### config.mk
export PLATFORM = sky130hd
export DESIGN_NAME = nvram_bank_ctrl
export DESIGN_NICKNAME = d
export VERILOG_FILES = /design/src/rtl/nvb_pkg.sv /design/src/rtl/nvb_sync.sv /design/src/rtl/nvb_ctrl.sv /design/src/rtl/nvb_datapath.sv /design/src/rtl/nvram_bank_ctrl.sv
export SDC_FILE = /design/constraint.sdc
export NUM_CORES = 1
export LEC_CHECK = 0
export ABC_AREA = 1
export ABC_CLOCK_PERIOD_IN_PS = 1900
export BUFFER_PORTS_ARGS = -buffer_cell sky130_fd_sc_hd__buf_2
export CAP_MARGIN = 20
export CORE_MARGIN = 1
export CORE_UTILIZATION = 52
export CTS_BUF_LIST = sky130_fd_sc_hd__clkbuf_8
export CTS_CLUSTER_SIZE = 16
export DETAILED_ROUTE_END_ITERATION = 16
export PLACE_DENSITY = 0.82
export SETUP_SLACK_MARGIN = 0.15
export SLEW_MARGIN = 20
export SYNTH_ARGS = -nofsm -noshare
export SYNTH_HDL_FRONTEND = slang
export SYNTH_HIERARCHICAL = 1
export SYNTH_SLANG_ARGS = --single-unit
### constraint.sdc
create_clock -name clk -period 1.9 [get_ports clk]
set_input_delay 0.19 -clock clk [delete_from_list [all_inputs] [get_ports clk]]
set_output_delay 0.19 -clock clk [all_outputs]
set_load 0.005 [all_outputs]
### src/rtl/nvb_pkg.sv
package nvb_pkg;

  // Strobes from the control to the datapath, one cycle wide except readEn
  typedef struct packed {
    logic capAddr;    // capture address (access opens)
    logic capData;    // capture bus byte (write closes)
    logic fireWrite;  // issue RAM write
    logic fireCmd;    // issue command write
    logic fireRecall; // issue recall
    logic readEn;     // read pattern present (level)
  } ctlStrobe_t;

endpackage

### src/rtl/nvb_sync.sv
module nvb_sync #(
  parameter int WIDTH  = 1,
  parameter int STAGES = 2,
  parameter logic [WIDTH-1:0] RESET_VAL = '0
) (
  input  logic             clk,
  input  logic             rstN,
  input  logic [WIDTH-1:0] din,
  output logic [WIDTH-1:0] dout
);
  logic [STAGES-1:0][WIDTH-1:0] pipe;

  always_ff @(posedge clk or negedge rstN) begin
    if (!rstN) begin
      for (int i = 0; i < STAGES; i++) pipe[i] <= RESET_VAL;
    end else begin
      pipe[0] <= din;
      for (int i = 1; i < STAGES; i++) pipe[i] <= pipe[i-1];
    end
  end

  assign dout = pipe[STAGES-1];
endmodule

### src/rtl/nvb_ctrl.sv
module nvb_ctrl
  import nvb_pkg::*;
#(
  parameter int SYNC_STAGES = 2
) (
  input  logic       clk,
  input  logic       rstN,
  input  logic       ceN,
  input  logic       weN,
  input  logic       nvN,
  input  logic       oeN,
  output ctlStrobe_t ctl,
  output logic       illegalErr
);
  localparam int NUM_STROBES = 4;

  logic [NUM_STROBES-1:0] strobeSync;

  nvb_sync #(
    .WIDTH    (NUM_STROBES),
    .STAGES   (SYNC_STAGES),
    .RESET_VAL({NUM_STROBES{1'b1}})
  ) uStrobeSync (
    .clk (clk),
    .rstN(rstN),
    .din ({ceN, weN, nvN, oeN}),
    .dout(strobeSync)
  );

  // Active-high views of the synchronized strobes
  logic ceA, weA, nvA, oeA;
  assign ceA = ~strobeSync[3];
  assign weA = ~strobeSync[2];
  assign nvA = ~strobeSync[1];
  assign oeA = ~strobeSync[0];

  logic wrAct, recallAct, illegalNow;
  assign wrAct      = ceA & weA;
  assign recallAct  = ceA & nvA & oeA & ~weA;
  assign illegalNow = ceA & weA & nvA & oeA;

  logic wrActQ, recallActQ, isCmdQ, abortQ, errQ;
  logic wrStart, wrEnd, recallStart;

  assign wrStart     = wrAct & ~wrActQ;
  assign wrEnd       = ~wrAct & wrActQ;
  assign recallStart = recallAct & ~recallActQ;

  always_ff @(posedge clk or negedge rstN) begin
    if (!rstN) begin
      wrActQ     <= 1'b0;
      recallActQ <= 1'b0;
      isCmdQ     <= 1'b0;
      abortQ     <= 1'b0;
      errQ       <= 1'b0;
    end else begin
      wrActQ     <= wrAct;
      recallActQ <= recallAct;
      if (wrStart) begin
        isCmdQ <= nvA;
        abortQ <= illegalNow;
      end else if (wrAct && illegalNow) begin
        abortQ <= 1'b1;
      end
      if (illegalNow) errQ <= 1'b1;
    end
  end

  always_comb begin
    ctl            = '0;
    ctl.capAddr    = wrStart;
    ctl.capData    = wrEnd;
    ctl.fireWrite  = wrEnd & ~abortQ & ~isCmdQ;
    ctl.fireCmd    = wrEnd & ~abortQ & isCmdQ;
    ctl.fireRecall = recallStart;
    ctl.readEn     = ceA & ~weA & ~nvA & oeA;
  end

  assign illegalErr = errQ;

  assert_err_sticky_R10: assert property (@(posedge clk) disable iff (!rstN)
    errQ |=> errQ);

  assert_single_write_R3: assert property (@(posedge clk) disable iff (!rstN)
    (ctl.fireWrite | ctl.fireCmd) |=> !(ctl.fireWrite | ctl.fireCmd));

  assert_single_recall_R5: assert property (@(posedge clk) disable iff (!rstN)
    ctl.fireRecall |=> !ctl.fireRecall);

endmodule

### src/rtl/nvb_datapath.sv
module nvb_datapath
  import nvb_pkg::*;
#(
  parameter int BANK_BITS   = 2,
  parameter int BANK_AW     = 11,
  parameter int DATA_W      = 8,
  parameter int SYNC_STAGES = 2
) (
  input  logic                          clk,
  input  logic                          rstN,
  input  ctlStrobe_t                    ctl,
  input  logic [BANK_BITS+BANK_AW-1:0]  addr,
  input  logic [DATA_W-1:0]             busIn,
  input  logic [(1<<BANK_BITS)*DATA_W-1:0] bankRdData,
  output logic [DATA_W-1:0]             busOut,
  output logic                          busOe,
  output logic [(1<<BANK_BITS)-1:0]     bankRead,
  output logic [BANK_AW-1:0]            rdAddr,
  output logic [(1<<BANK_BITS)-1:0]     bankWrite,
  output logic [(1<<BANK_BITS)-1:0]     bankCmd,
  output logic [(1<<BANK_BITS)-1:0]     bankRecall,
  output logic [BANK_AW-1:0]            wrAddr,
  output logic [DATA_W-1:0]             wrData
);
  localparam int ADDR_W    = BANK_BITS + BANK_AW;
  localparam int NUM_BANKS = 1 << BANK_BITS;

  logic [ADDR_W-1:0] addrSync;
  logic [DATA_W-1:0] dataSync;

  nvb_sync #(.WIDTH(ADDR_W), .STAGES(SYNC_STAGES), .RESET_VAL('0)) uAddrSync (
    .clk(clk), .rstN(rstN), .din(addr), .dout(addrSync));

  nvb_sync #(.WIDTH(DATA_W), .STAGES(SYNC_STAGES), .RESET_VAL('0)) uDataSync (
    .clk(clk), .rstN(rstN), .din(busIn), .dout(dataSync));

  logic [BANK_BITS-1:0] selNow, selLatched;
  logic [ADDR_W-1:0]    addrLatch;
  logic [DATA_W-1:0]    dataLatch;

  assign selNow     = addrSync[ADDR_W-1 -: BANK_BITS];
  assign selLatched = addrLatch[ADDR_W-1 -: BANK_BITS];

  always_ff @(posedge clk or negedge rstN) begin
    if (!rstN) begin
      addrLatch <= '0;
      dataLatch <= '0;
    end else begin
      if (ctl.capAddr) addrLatch <= addrSync;
      if (ctl.capData) dataLatch <= dataSync;
    end
  end

  generate
    for (genvar g = 0; g < NUM_BANKS; g++) begin : gBank
      always_ff @(posedge clk or negedge rstN) begin
        if (!rstN) begin
          bankWrite[g]  <= 1'b0;
          bankCmd[g]    <= 1'b0;
          bankRecall[g] <= 1'b0;
        end else begin
          bankWrite[g]  <= ctl.fireWrite  && (selLatched == BANK_BITS'(g));
          bankCmd[g]    <= ctl.fireCmd    && (selLatched == BANK_BITS'(g));
          bankRecall[g] <= ctl.fireRecall && (selNow     == BANK_BITS'(g));
        end
      end
      assign bankRead[g] = ctl.readEn && (selNow == BANK_BITS'(g));
    end
  endgenerate

  assign busOe  = ctl.readEn;
  assign busOut = ctl.readEn ? bankRdData[selNow*DATA_W +: DATA_W] : '0;
  assign rdAddr = addrSync[BANK_AW-1:0];
  assign wrAddr = addrLatch[BANK_AW-1:0];
  assign wrData = dataLatch;

  assert_one_bank_R8: assert property (@(posedge clk) disable iff (!rstN)
    $onehot0(bankWrite | bankCmd | bankRecall));

  assert_read_select_R4: assert property (@(posedge clk) disable iff (!rstN)
    busOe |-> $onehot(bankRead));

endmodule

### src/rtl/nvram_bank_ctrl.sv
module nvram_bank_ctrl
  import nvb_pkg::*;
#(
  parameter int BANK_BITS   = 2,
  parameter int BANK_AW     = 11,
  parameter int DATA_W      = 8,
  parameter int SYNC_STAGES = 2
) (
  input  logic                              clk,
  input  logic                              rstN,
  input  logic                              ceN,
  input  logic                              weN,
  input  logic                              nvN,
  input  logic                              oeN,
  input  logic [BANK_BITS+BANK_AW-1:0]      addr,
  input  logic [DATA_W-1:0]                 busIn,
  input  logic [(1<<BANK_BITS)*DATA_W-1:0]  bankRdData,
  output logic [DATA_W-1:0]                 busOut,
  output logic                              busOe,
  output logic [(1<<BANK_BITS)-1:0]         bankRead,
  output logic [BANK_AW-1:0]                rdAddr,
  output logic [(1<<BANK_BITS)-1:0]         bankWrite,
  output logic [(1<<BANK_BITS)-1:0]         bankCmd,
  output logic [(1<<BANK_BITS)-1:0]         bankRecall,
  output logic [BANK_AW-1:0]                wrAddr,
  output logic [DATA_W-1:0]                 wrData,
  output logic                              illegalErr
);
  ctlStrobe_t ctl;

  nvb_ctrl #(.SYNC_STAGES(SYNC_STAGES)) uCtrl (
    .clk(clk), .rstN(rstN),
    .ceN(ceN), .weN(weN), .nvN(nvN), .oeN(oeN),
    .ctl(ctl), .illegalErr(illegalErr));

  nvb_datapath #(
    .BANK_BITS(BANK_BITS), .BANK_AW(BANK_AW),
    .DATA_W(DATA_W), .SYNC_STAGES(SYNC_STAGES)
  ) uData (
    .clk(clk), .rstN(rstN), .ctl(ctl),
    .addr(addr), .busIn(busIn), .bankRdData(bankRdData),
    .busOut(busOut), .busOe(busOe), .bankRead(bankRead), .rdAddr(rdAddr),
    .bankWrite(bankWrite), .bankCmd(bankCmd), .bankRecall(bankRecall),
    .wrAddr(wrAddr), .wrData(wrData));

  // A flagged illegal pattern never leaves the bus driven afterwards
  assert_no_drive_after_err_R10: assert property (@(posedge clk) disable iff (!rstN)
    $rose(illegalErr) |-> !busOe);

endmodule

# Word level (Yosys, flattened, before mapping)
# Cells that the tools add are included.
classes:
  eq_ne: 6
  shift: 1
  mux: 3
  bitwise_logic: 24
  n_reduce_logical: 20
op_table:
  columns: ["operator", "n"]
  rows:
  - ["32-bit by 6-bit indexed part select with 8-bit output", 1]
  - ["1-bit logical AND", 17]
  - ["1-bit bitwise AND", 15]
  - ["1-bit NOT", 9]
  - ["2-bit equality test, second input constant", 4]
  - ["8-bit 2-to-1 mux", 1]
  - ["2-bit by 1-bit equality test with 1-bit output, second input constant", 2]
  - ["2-bit logical NOT", 2]
  - ["1-bit 2-to-1 mux", 2]
  - ["2-bit nonzero test", 1]
word_totals:
  register_bits: 88
  out_inout_bits: 56
  wordCells: 79

# Logic depth before layout (Yosys ltp)
# Gate-level depths: netlist of the first run.
depth:
  word_depth: 7
  depth_mapped: 9

# Modules after synthesis
# Netlist of the first run, hierarchy kept.
modules_own_cells:
  columns: ["mod", "n_inst", "cells_per_inst", "area_each_um2"]
  rows:
  - ["nvb_datapath", 1, 169, 1637.8]
  - ["nvb_sync at uData.uAddrSync", 1, 39, 748.2]
  - ["nvb_sync at uData.uDataSync", 1, 24, 460.4]
  - ["nvb_ctrl", 1, 36, 279.0]
  - ["nvb_sync at uCtrl.uStrobeSync", 1, 12, 240.2]

# Worst setup path after synthesis of the first run
# OpenSTA, ideal clock, no wires.
synth_path:
  path_kind: "reg-to-reg"
  from: "reg uCtrl.uStrobeSync.pipe, in the netlist uCtrl/uStrobeSync/dout[2]"
  to: "reg uData.addrLatch[0]"
  setup_time_ps: 125
  arrival_time_ps: 1425
  t_required_ps: 1775
  setup_slack_ps: 350
  stages_incl_launch_ff: 9
  path_buffers: 4
  period_less_slack_ps: 1550
  cell_sequence: "dfstp_2 -> buf_4 -> nor2_4 -> nand2_1 -> inv_1 -> buf_4 -> buf_6 -> buf_6 -> mux2_4"
synth_via:
  elab_chain_len: 3
synth_lines:
  columns: ["item", "line_no", "rtl"]
  rows:
  - ["start, declared", "nvb_sync.sv:11", "logic [STAGES-1:0][WIDTH-1:0] pipe;"]
  - ["1-bit NOT", "nvb_ctrl.sv:33", "assign weA = ~strobeSync[2];"]
  - ["1-bit bitwise AND", "nvb_ctrl.sv:38", "assign wrAct = ceA & weA;"]
  - ["net uCtrl.wrAct", "nvb_ctrl.sv:37", "logic wrAct, recallAct, illegalNow;"]
  - ["1-bit bitwise AND", "nvb_ctrl.sv:45", "assign wrStart = wrAct & ~wrActQ;"]
  - ["net uCtrl.wrStart", "nvb_ctrl.sv:43", "logic wrStart, wrEnd, recallStart;"]
  - ["end signal, assigned", "nvb_datapath.sv:49", "if (ctl.capAddr) addrLatch <= addrSync;"]
  - ["end, declared", "nvb_datapath.sv:38", "logic [ADDR_W-1:0] addrLatch;"]
# The timed path passes the listed nets, and every way through them passes these cells.
# A chain may end at the register's enable or synchronous reset.

# Final worst setup path of the first run
layout_path:
  from: "reg uCtrl.uStrobeSync.pipe, in the netlist uCtrl/uStrobeSync/dout[2]"
  to: "out busOut[5]"
layout_via:
  elab_chain_len: 4
layout_lines:
  columns: ["item", "line_no", "rtl"]
  rows:
  - ["1-bit bitwise AND (3 in a row)", "nvb_ctrl.sv:76", "ctl.readEn = ceA & ~weA & ~nvA & oeA;"]
  - ["8-bit 2-to-1 mux", "nvb_datapath.sv:72", "assign busOut = ctl.readEn ? bankRdData[selNow*DATA_W +: DATA_W] : '0;"]
  - ["end, declared", "nvram_bank_ctrl.sv:18", "output logic [DATA_W-1:0] busOut,"]
# No other way between the ends.

==> results.py, run 1 <==
metrics = {
    "global_route": {
        "track_usage_pct": 19.3,
        "grt_pass1_wl_mm": 9.27,
        "grt_pass1_vias": 2068,
        "gr-total-overflow": 0,
        "grt_max_degree": 41,
        "antenna_found_initial": 0,
    },
    "timing": {
        "tightest_slew_ns": 0.475,
        "post-route-min-period_ns": 1.91,
        "whs_ns": 0.341,
        "finalSetupViolCount": 1,
        "drv_slew": 0,
        "clock_skew_ns": 0.00735,
        "fin_crit_sh_pct": 101,
        "finalWorstSetupSlack_ns": -0.0107,
        "hold_viol_final": 0,
        "slew_headroom_pct": 68.3,
        "max_freq_mhz": 523,
        "rsz0062_at_grt": "true",
    },
    "die": {
        "fp.dieArea_mm2": 0.00680,
        "start_util_pct": 55.2,
        "fp.dieH_um": 82.5,
        "num_io_pins": 115,
        "core_region_area_mm2": 0.00610,
        "rows": 28,
        "die_w_um": 82.5,
    },
    "logic_synthesis": {
        "synth_edf_count": 0,
        "synth.distinct_cells": 20,
        "synthCells": 280,
        "synth_warnings": 6,
        "ys_ff_latch": 88,
        "synthFlopType": "dfrtp_1",
        "synth_area_leaders": "dfrtp_1 (59%), buf_4 (9.4%), dfstp_2 (6.2%)",
        "async_flop_share_pct": 100,
        "synth.most_common_cell": "dfrtp_1",
        "synth_area_mm2": 0.00337,
        "synth.top_cell.area_share_pct": 59.5,
        "synthTopCellsByCount": "dfrtp_1 (80), buf_4 (42), nand2_1 (37)",
        "synth.avg_cell_area_um2": 12.0,
        "seq_area_frac_synth_pct": 65.7,
        "syn-num-nets": 339,
        "yosysTopAreaCell": "dfrtp_1",
    },
    "worst_setup_path": {
        "worstSetupEndpointType": "primary output",
        "cp_data_arrival_time_ns": 1.72,
        "critPathKind": "flop to primary output",
        "start_kind": "flop",
        "path_max_fanout": 6,
        "worstPathRequired_ns": 1.71,
    },
    "clocking": {
        "cts.sinks": 88,
        "cts.reportedPaths.clkPinSlew_ns": 0.08,
        "clk_path_buf_depth": 2,
        "clockRootBuffer": "clkbuf_8",
        "cts-buffers-inserted": 9,
        "clk_latency_ns": 0.35,
        "cts.htree.levels": 3,
        "cts_tree": "done",
    },
    "min_path": {
        "hold_path_class": "primary input to asynchronous set/reset pin",
    },
    "power": {
        "p_leak_nw": 2.20,
        "ir_worst_vdd_mv": 0.765,
        "powerDensity_mw_per_mm2": 884,
    },
    "layout": {
        "fin_area_mm2": 0.00426,
        "antennaDiodeCount": 0,
        "syn2layout_area_growth_pct": 26.4,
        "final_nets": 451,
        "drive_gt1_share_pct": 46.3,
    },
    "place": {
        "dpl_cell_area_mm2": 0.00373,
        "numPortBuffers": 114,
        "dp_hpwl_mm": 4.13,
        "gp_congestion": 0.738,
    },
    "detailed_routing": {
        "antenna_left": 0,
        "detail_route.wl_per_cell_um": 12.8,
        "viasPerCell": 4.66,
        "top_layer": "met4",
        "drtIter0Drc": 84,
        "num_vias": 2200,
        "route.detailed.drc": 0,
        "route.met3.wl_um": 311,
        "drtPass1Iterations": 4,
        "dr_wl_met2_mm": 3.24,
        "wirelength_mm": 6.02,
        "wl_met1_mm": 2.39,
    },
    "flow_run": {
        "maxCapViolCount": 0,
    },
    "outcome": {
        "status": "finished with violations",
        "violations": "setup timing",
    },
}
==> power by group <==
group          internal [mW]  total, mW  switching [mW]  leakage [nW]
registers               2.02       2.10          0.0790          1.05
logic                  0.261      0.471           0.210          1.05
clock network          0.582       1.19           0.605         0.100
==> metrics by stage <==
step / power [mW] / util, % / instances / setup slack, ns / TNS, ns
after floorplan: 2.42 / - / 280 / 0.350 / 0
after global placement: 2.53 / 61.1 / 427 / 0.332 / 0
after detailed placement: 2.55 / 61.1 / 427 / 0.280 / 0
after CTS: 3.79 / 68.7 / 469 / 0.105 / 0
after global routing: 3.97 / 69.8 / 472 / -0.0792 / -0.246
final: 3.76 / 69.8 / 472 / -0.0107 / -0.0107
==> final timing paths <==
path                                                     start                           endpoint  slack (ns)  cells past startpoint
hold / removal                                            rstN  uData/uDataSync/pipe[4]$_DFF_PN0_        0.34                      2
hold reg to reg              uData/uAddrSync/pipe[3]$_DFF_PN0_  uData/uAddrSync/dout[3]$_DFF_PN0_        0.35                      0
setup / recovery           uCtrl/uStrobeSync/dout[2]$_DFF_PN1_                          busOut[5]       -0.01                      5
min in group clk             uData/uAddrSync/pipe[3]$_DFF_PN0_  uData/uAddrSync/dout[3]$_DFF_PN0_        0.35                      0
max in group asynchronous                                 rstN     uData/addrLatch[7]$_DFFE_PN0P_        0.99                      3
setup reg to reg           uCtrl/uStrobeSync/dout[2]$_DFF_PN1_     uData/addrLatch[9]$_DFFE_PN0P_        0.24                      5
==> flip-flops by register name, summed over array words and instances (netlist names), 4 cells and up <==
name and count:
uData/wrData 8, uData/uDataSync/dout 8, uCtrl/uStrobeSync/dout 4, uData/uAddrSync/pipe 13, uData/addrLatch 13, uData/uAddrSync/dout 13, uData/bankWrite 4, uData/bankCmd 4
uData/bankRecall 4, uData/uDataSync/pipe 8, uCtrl/uStrobeSync/pipe 4
==> final cells by class <==
class	count	area (um^2)
Sequential cell	88	2210
Fill cell	448	1840
Timing Repair Buffer	148	918
Multi-Input combinational cell	126	756
Clock buffer	12	165
Tap cell	75	93.8
Inverter	18	71.3
Clock inverter	4	28.8
Timing Repair inverter	1	7.51
==> per-layer routing <==
metal,vias to the layer above,global-route usage (%)
met1,1060,21.6
met4,0,6.67
met2,69,32.2
li1,1062,-
met5,-,0
met3,9,9.01
==> cell families (layout without fill, tap and decap cells) <==
family / count (synthesis) / after routing / synth area share (%)
buffers and inverters: 66 / 183 / 12.8
AOI/OAI and AO/OA: 2 / 2 / 0.297
DFF: 88 / 88 / 65.7
muxes: 19 / 19 / 7.03
and+or+nand+nor: 105 / 105 / 14.2
==> critical path, stage by stage, from the launching register on <==
cell	delay, ns
dfstp_2	0.57
nand2_4	0.07
nor3_4	0.23
clkinvlp_4	0.22
nor2_1	0.16
buf_2	0.13
==> layout by cell type (no fill, tap or decap), types with 3 or more instances in the layout <==
cell type,Yosys,routed
nor2_1,28,25
nor2_2,0,3
dlygate4sd3_1,0,26
clkbuf_8,0,12
dfstp_2,8,8
mux2_2,13,12
nand3_1,26,26
clkinvlp_4,0,3
inv_2,3,5
mux2_4,6,7
nor3_1,9,8
nand2_1,37,35
dfrtp_1,80,78
buf_4,42,7
inv_1,15,13
buf_2,2,113
==> what timing repair did <==
action	4_1_cts	5_1_grt
hold buffers	26	0
endpoints found under the setup margin	12	12
pin swaps	0	4
buffers inserted	0	2
hold endpoints to repair	55	0
cloned	0	1
resized for setup	3	15
(Power assumes the default switching activity.)
==> inputs of run 2 (changes only) <==
--- a/config.mk
+++ b/config.mk
@@ -18,2 +18,3 @@
 export SETUP_SLACK_MARGIN = 0.15
+export SKIP_LAST_GASP = 1
 export SLEW_MARGIN = 20
==> constraint.sdc (replaced) <==
create_clock -name clk -period 1.9 [get_ports clk]
set_input_delay 0.38 -clock clk [delete_from_list [all_inputs] [get_ports clk]]
set_output_delay 0.38 -clock clk [all_outputs]
set_load 0.005 [all_outputs]
==> results.py, run 2 (same netlist as run 1, synthesis figures left out) <==
metrics = {
    "worst_setup_path": {
        "cpMaxStageDelayCell": "dfstp_2",
        "path_max_fanout": 12,
        "cp-startpoint": "uCtrl/uStrobeSync/dout[2]$_DFF_PN1_",
        "worstSetupEndpointType": "primary output",
        "critPathKind": "flop to primary output",
        "start_kind": "flop",
        "path_buf_inv": 2,
        "cp_data_arrival_time_ns": 1.51,
        "cp_cell_sequence": "nand2_4 -> nor3_4 -> inv_4 -> nor2_1 -> buf_2",
        "critical-path-max-stage-delay_ns": 0.56,
        "worstPathRequired_ns": 1.52,
        "r2r-start": "uCtrl/uStrobeSync/dout[2]$_DFF_PN1_",
        "cp_top_family": "flip-flops",
    },
    "detailed_routing": {
        "drtIter0Drc": 46,
        "antenna_left": 0,
        "route.detailed.drc": 0,
        "detail_route.wl_per_cell_um": 12.4,
        "viasPerCell": 4.62,
        "drtPass1Iterations": 4,
        "num_vias": 2056,
        "wirelength_mm": 5.52,
    },
    "clocking": {
        "cts.sinks": 88,
        "cts.htree.levels": 3,
        "cts-buffers-inserted": 9,
        "cts_tree": "done",
        "clk_path_buf_depth": 2,
        "cts.reportedPaths.clkPinSlew_ns": 0.08,
        "clockRootBuffer": "clkbuf_8",
        "clk_latency_ns": 0.34,
    },
    "power": {
        "clkPwrFrac_pct": 36.7,
        "powerDensity_mw_per_mm2": 992,
        "ir_worst_vdd_mv": 0.983,
        "internal-power_mw": 3.11,
        "p_leak_nw": 2.11,
        "power_frac_seq_pct": 52.6,
        "switching_share_pct": 21.8,
        "pwr-share-comb_pct": 10.7,
        "p_sw_uw": 866,
        "total_power_mw": 3.98,
    },
    "timing": {
        "tightest_slew_ns": 0.643,
        "post-route-min-period_ns": 1.89,
        "max_freq_mhz": 529,
        "slew_headroom_pct": 57.1,
        "finalSetupViolCount": 0,
        "finalWorstSetupSlack_ns": 0.00971,
        "clock_skew_ns": 0.00846,
        "hold_viol_final": 0,
        "drv_slew": 0,
        "whs_ns": 0.137,
        "fin_crit_sh_pct": 99.5,
        "rsz0062_at_grt": "true",
    },
    "place": {
        "dp_hpwl_mm": 4.06,
        "dpl_worst_slack_ns": 0.163,
        "numPortBuffers": 114,
        "gp_congestion": 0.796,
        "dpl_cell_area_mm2": 0.00372,
    },
    "flow_run": {
        "maxCapViolCount": 0,
    },
    "die": {
        "die_w_um": 82.5,
        "fp.dieArea_mm2": 0.00680,
        "fp.dieH_um": 82.5,
        "core_region_area_mm2": 0.00610,
        "num_io_pins": 115,
        "start_util_pct": 55.2,
        "rows": 28,
    },
    "layout": {
        "antennaDiodeCount": 0,
        "final_cell_mix": "buf_2 (113), dfrtp_1 (79), nand2_1 (37)",
        "fin_area_mm2": 0.00401,
        "layout_commonest_cell": "buf_2",
        "syn2layout_area_growth_pct": 19.1,
        "drive_gt1_share_pct": 46.8,
        "utilization_pct": 65.8,
        "final_nets": 424,
    },
    "outcome": {
        "status": "complete, no violations",
    },
    "global_route": {
        "track_usage_pct": 16.9,
        "grt_pass1_vias": 1887,
        "antenna_found_initial": 0,
        "grt_pass1_wl_mm": 8.33,
        "grt_max_degree": 54,
        "gr-total-overflow": 0,
    },
    "min_path": {
        "hold_path_class": "primary input to flop",
        "min_from": "nvN",
    },
}
[run 2: cell types whose count changed in the layout (fill, tap and decap cells not counted), sizes merged]
cell,delta
buf,-1
dlygate4sd3,-25
clkinv,-1
clkinvlp,-2
clkbuf,-3
inv,+2
bufinv,+3
[run 2: cell type report]
| class | instances | area (um^2) |
|---|---|---|
| Clock buffer | 9 | 124 |
| Fill cell | 460 | 2090 |
| Timing Repair Buffer | 122 | 656 |
| Tap cell | 75 | 93.8 |
| Multi-Input combinational cell | 126 | 739 |
| Clock inverter | 7 | 114 |
| Inverter | 18 | 70.1 |
| Sequential cell | 88 | 2210 |
[run 2: repair_timing]
action	4_1_cts	5_1_grt
hold buffers	1	0
pin swaps	0	1
endpoints found under the setup margin	13	13
gates cloned	0	0
gates resized for setup	3	5
buffers inserted	0	2
endpoints found under the hold margin	12	0
[run 2: final timing paths]
| check | to | slack (ns) | depth (start not counted) |
|---|---|---|---|
| max in group asynchronous | uCtrl/uStrobeSync/pipe[1]$_DFF_PN1_ | 0.89 | 3 |
| worst min-delay path | uCtrl/uStrobeSync/pipe[1]$_DFF_PN1_ | 0.14 | 1 |
| min in group asynchronous | uData/uDataSync/pipe[4]$_DFF_PN0_ | 0.43 | 2 |
| worst max register to register | uData/addrLatch[8]$_DFFE_PN0P_ | 0.13 | 5 |
| worst max-delay path | bankRead[0] | 0.01 | 5 |
| worst min register to register | uData/uAddrSync/dout[10]$_DFF_PN0_ | 0.35 | 0 |
[run 2: power by group through the flow]
| stage | clock network (mW) | registers [mW] | logic, mW |
|---|---|---|---|
| floorplan | 0 | 2.11 | 0.303 |
| global placement | 0 | 2.12 | 0.405 |
| detailed placement | 0 | 2.13 | 0.420 |
| CTS | 1.51 | 2.10 | 0.426 |
| global route | 1.60 | 2.11 | 0.477 |
| finish | 1.46 | 2.09 | 0.426 |
[run 2: per-stage QoR]
step / instances / setup TNS (ns)
after floorplan: 280 / 0
after global placement: 426 / 0
after detailed placement: 426 / 0
after CTS: 443 / -0.430
after global routing: 445 / -1.23
final: 445 / 0
[run 2: worst register-to-register path, delay by kind of cell (launching register included)]
kind / cells / cell delay [ns]
flip-flops: 1 / 0.39
buffers and inverters: 2 / 0.63
multiplexers: 1 / 0.42
AND/OR/NAND/NOR: 2 / 0.22
[run 2: per-layer routing]
layer,global-route usage (%),vias up,part of all wire (%)
li1,-,1015,-
met1,19.3,979,39
met2,29.3,58,55
met3,6.81,4,5.0
met4,4.39,0,0.56
met5,0,-,0
==> inputs of run 3 (changes only) <==
REMOVE_ABC_BUFFERS = 1   (was default)
SETUP_SLACK_MARGIN = 0.3   (was 0.15)
==> results.py, run 3 (same netlist as run 1, synthesis figures left out) <==
metrics = {
    "worst_setup_path": {
        "reg2reg_slack_ns": 0.39,
        "cp-startpoint": "uData/uAddrSync/dout[12]$_DFF_PN0_",
        "worstSetupEndpointType": "primary output",
        "rr_endpoint": "uData/addrLatch[1]$_DFFE_PN0P_",
        "critPathKind": "flop to primary output",
        "r2r-start": "uCtrl/uStrobeSync/dout[2]$_DFF_PN1_",
        "path_max_fanout": 6,
        "r2r_cells": 6,
        "start_kind": "flop",
        "worstPathRequired_ns": 1.52,
        "cp_data_arrival_time_ns": 1.56,
    },
    "clocking": {
        "cts.reportedPaths.clkPinSlew_ns": 0.09,
        "clk_path_buf_depth": 2,
        "clockRootBuffer": "clkbuf_8",
        "cts.sinks": 88,
        "cts_tree": "done",
        "clk_latency_ns": 0.35,
        "cts.htree.levels": 3,
        "cts-buffers-inserted": 9,
    },
    "global_route": {
        "track_usage_pct": 19.0,
        "antenna_found_initial": 0,
        "gr-total-overflow": 0,
        "grt_max_degree": 54,
        "grt_pass1_vias": 2018,
        "grt_pass1_wl_mm": 9.16,
    },
    "min_path": {
        "whs_endpoint": "uCtrl/uStrobeSync/pipe[3]$_DFF_PN1_",
        "min_path_cells": 1,
        "hold_path_class": "primary input to flop",
        "min_from": "ceN",
    },
    "die": {
        "rows": 28,
        "die_w_um": 82.5,
        "fp.dieH_um": 82.5,
        "start_util_pct": 55.2,
        "num_io_pins": 115,
        "fp.dieArea_mm2": 0.00680,
        "core_region_area_mm2": 0.00610,
    },
    "detailed_routing": {
        "num_vias": 2162,
        "detail_route.wl_per_cell_um": 13.3,
        "wirelength_mm": 6.06,
        "viasPerCell": 4.75,
        "route.detailed.drc": 0,
        "drtIter0Drc": 115,
        "antenna_left": 0,
        "drtPass1Iterations": 5,
    },
    "timing": {
        "post-route-min-period_ns": 1.94,
        "finalSetupViolCount": 9,
        "finalWorstSetupSlack_ns": -0.0441,
        "hold_viol_final": 0,
        "tightest_slew_ns": 0.308,
        "drv_slew": 0,
        "slew_headroom_pct": 79.5,
        "clock_skew_ns": 0.00884,
        "max_freq_mhz": 514,
        "fin_crit_sh_pct": 102,
        "rsz0062_at_grt": "true",
        "whs_ns": 0.114,
    },
    "layout": {
        "syn2layout_area_growth_pct": 23.0,
        "final_cell_mix": "buf_2 (112), dfrtp_1 (79), nand2_1 (35)",
        "drive_gt1_share_pct": 50.3,
        "final_nets": 434,
        "layout_commonest_cell": "buf_2",
        "antennaDiodeCount": 0,
    },
    "power": {
        "powerDensity_mw_per_mm2": 967,
        "p_sw_uw": 972,
        "switching_share_pct": 24.2,
        "clkPwrFrac_pct": 36.2,
        "internal-power_mw": 3.04,
        "ir_worst_vdd_mv": 0.649,
        "total_power_mw": 4.01,
        "pwr-share-comb_pct": 11.4,
        "p_leak_nw": 2.16,
        "power_frac_seq_pct": 52.4,
    },
    "place": {
        "gp_congestion": 0.781,
        "dp_hpwl_mm": 4.20,
        "numPortBuffers": 114,
        "dpl_worst_slack_ns": 0.109,
    },
    "outcome": {
        "status": "finished with violations",
        "violations": "setup timing",
    },
    "flow_run": {
        "maxCapViolCount": 0,
    },
}
run 3: changes by cell type in the layout (fill, tap and decap cells not counted), moves of 2 or more:
cell,change
nor2_1,-2
buf_6,+2
nand2_1,-2
nor2_2,+2
inv_6,+4
buf_12,+3
buf_4,+6
inv_1,-4
nand2_2,+2
run 3: final cells by class:
cell class,instances,area [um^2]
inverters,18,76.3
flip-flops and latches,88,2210
multi-input cells,126,749
repair buffers,132,778
clock buffers,9,124
well taps,75,93.8
clock inverters,7,106
fillers,481,1950
run 3: per-stage QoR:
step | util [%] | area (um^2) | setup TNS [ns] | std cells
after floorplan | - | 3000 | 0 | 232
after global placement | 61.0 | 3720 | 0 | 426
after detailed placement | 61.0 | 3720 | 0 | 426
after CTS | 66.3 | 4040 | -0.143 | 448
after global routing | 67.9 | 4140 | -1.26 | 455
final | 67.9 | 4140 | -0.169 | 455
run 3: worst max-delay path: stages, from the launching register on:
cell and delay, ns:
dfrtp_2 0.44, buf_12 0.15, nor2_8 0.14, buf_6 0.13, nand2_1 0.04, nand2_1 0.06
nor2_1 0.04, nor2_1 0.08, buf_2 0.12
run 3: timing repair:
item	4_1_cts	5_1_grt
hold buffers	1	0
cloned	0	0
gates resized for setup	8	14
setup buffers	5	7
pin swaps	0	3
endpoints found under the setup margin	24	23
endpoints found under the hold margin	9	0
run 3: how the worst max path moves through the flow:
| stage | endpoint | slack [ns] | cells past startpoint |
|---|---|---|---|
| floorplan | bankRead[0] | 0.31 | 4 |
| global placement | busOut[2] | 0.22 | 5 |
| detailed placement | busOut[0] | 0.11 | 5 |
| CTS | busOut[0] | -0.05 | 7 |
| global route | busOut[7] | -0.14 | 8 |
| finish | busOut[3] | -0.04 | 8 |
run 3: routing by layer:
| layer | up-vias | GRT usage, % | share of wire, % |
|---|---|---|---|
| li1 | 1036 | - | - |
| met1 | 1042 | 23.3 | 39 |
| met2 | 73 | 30.6 | 53 |
| met3 | 11 | 6.70 | 6.7 |
| met4 | 0 | 7.72 | 1.7 |
| met5 | - | 0 | 0 |
run 3: power groups by stage:
stage	Combinational, mW	Sequential (mW)	Clock [mW]
after floorplan	0.167	2.14	0
after global placement	0.404	2.13	0
after detailed placement	0.421	2.13	0
after CTS	0.440	2.10	1.49
after global routing	0.509	2.12	1.57
final	0.457	2.10	1.45
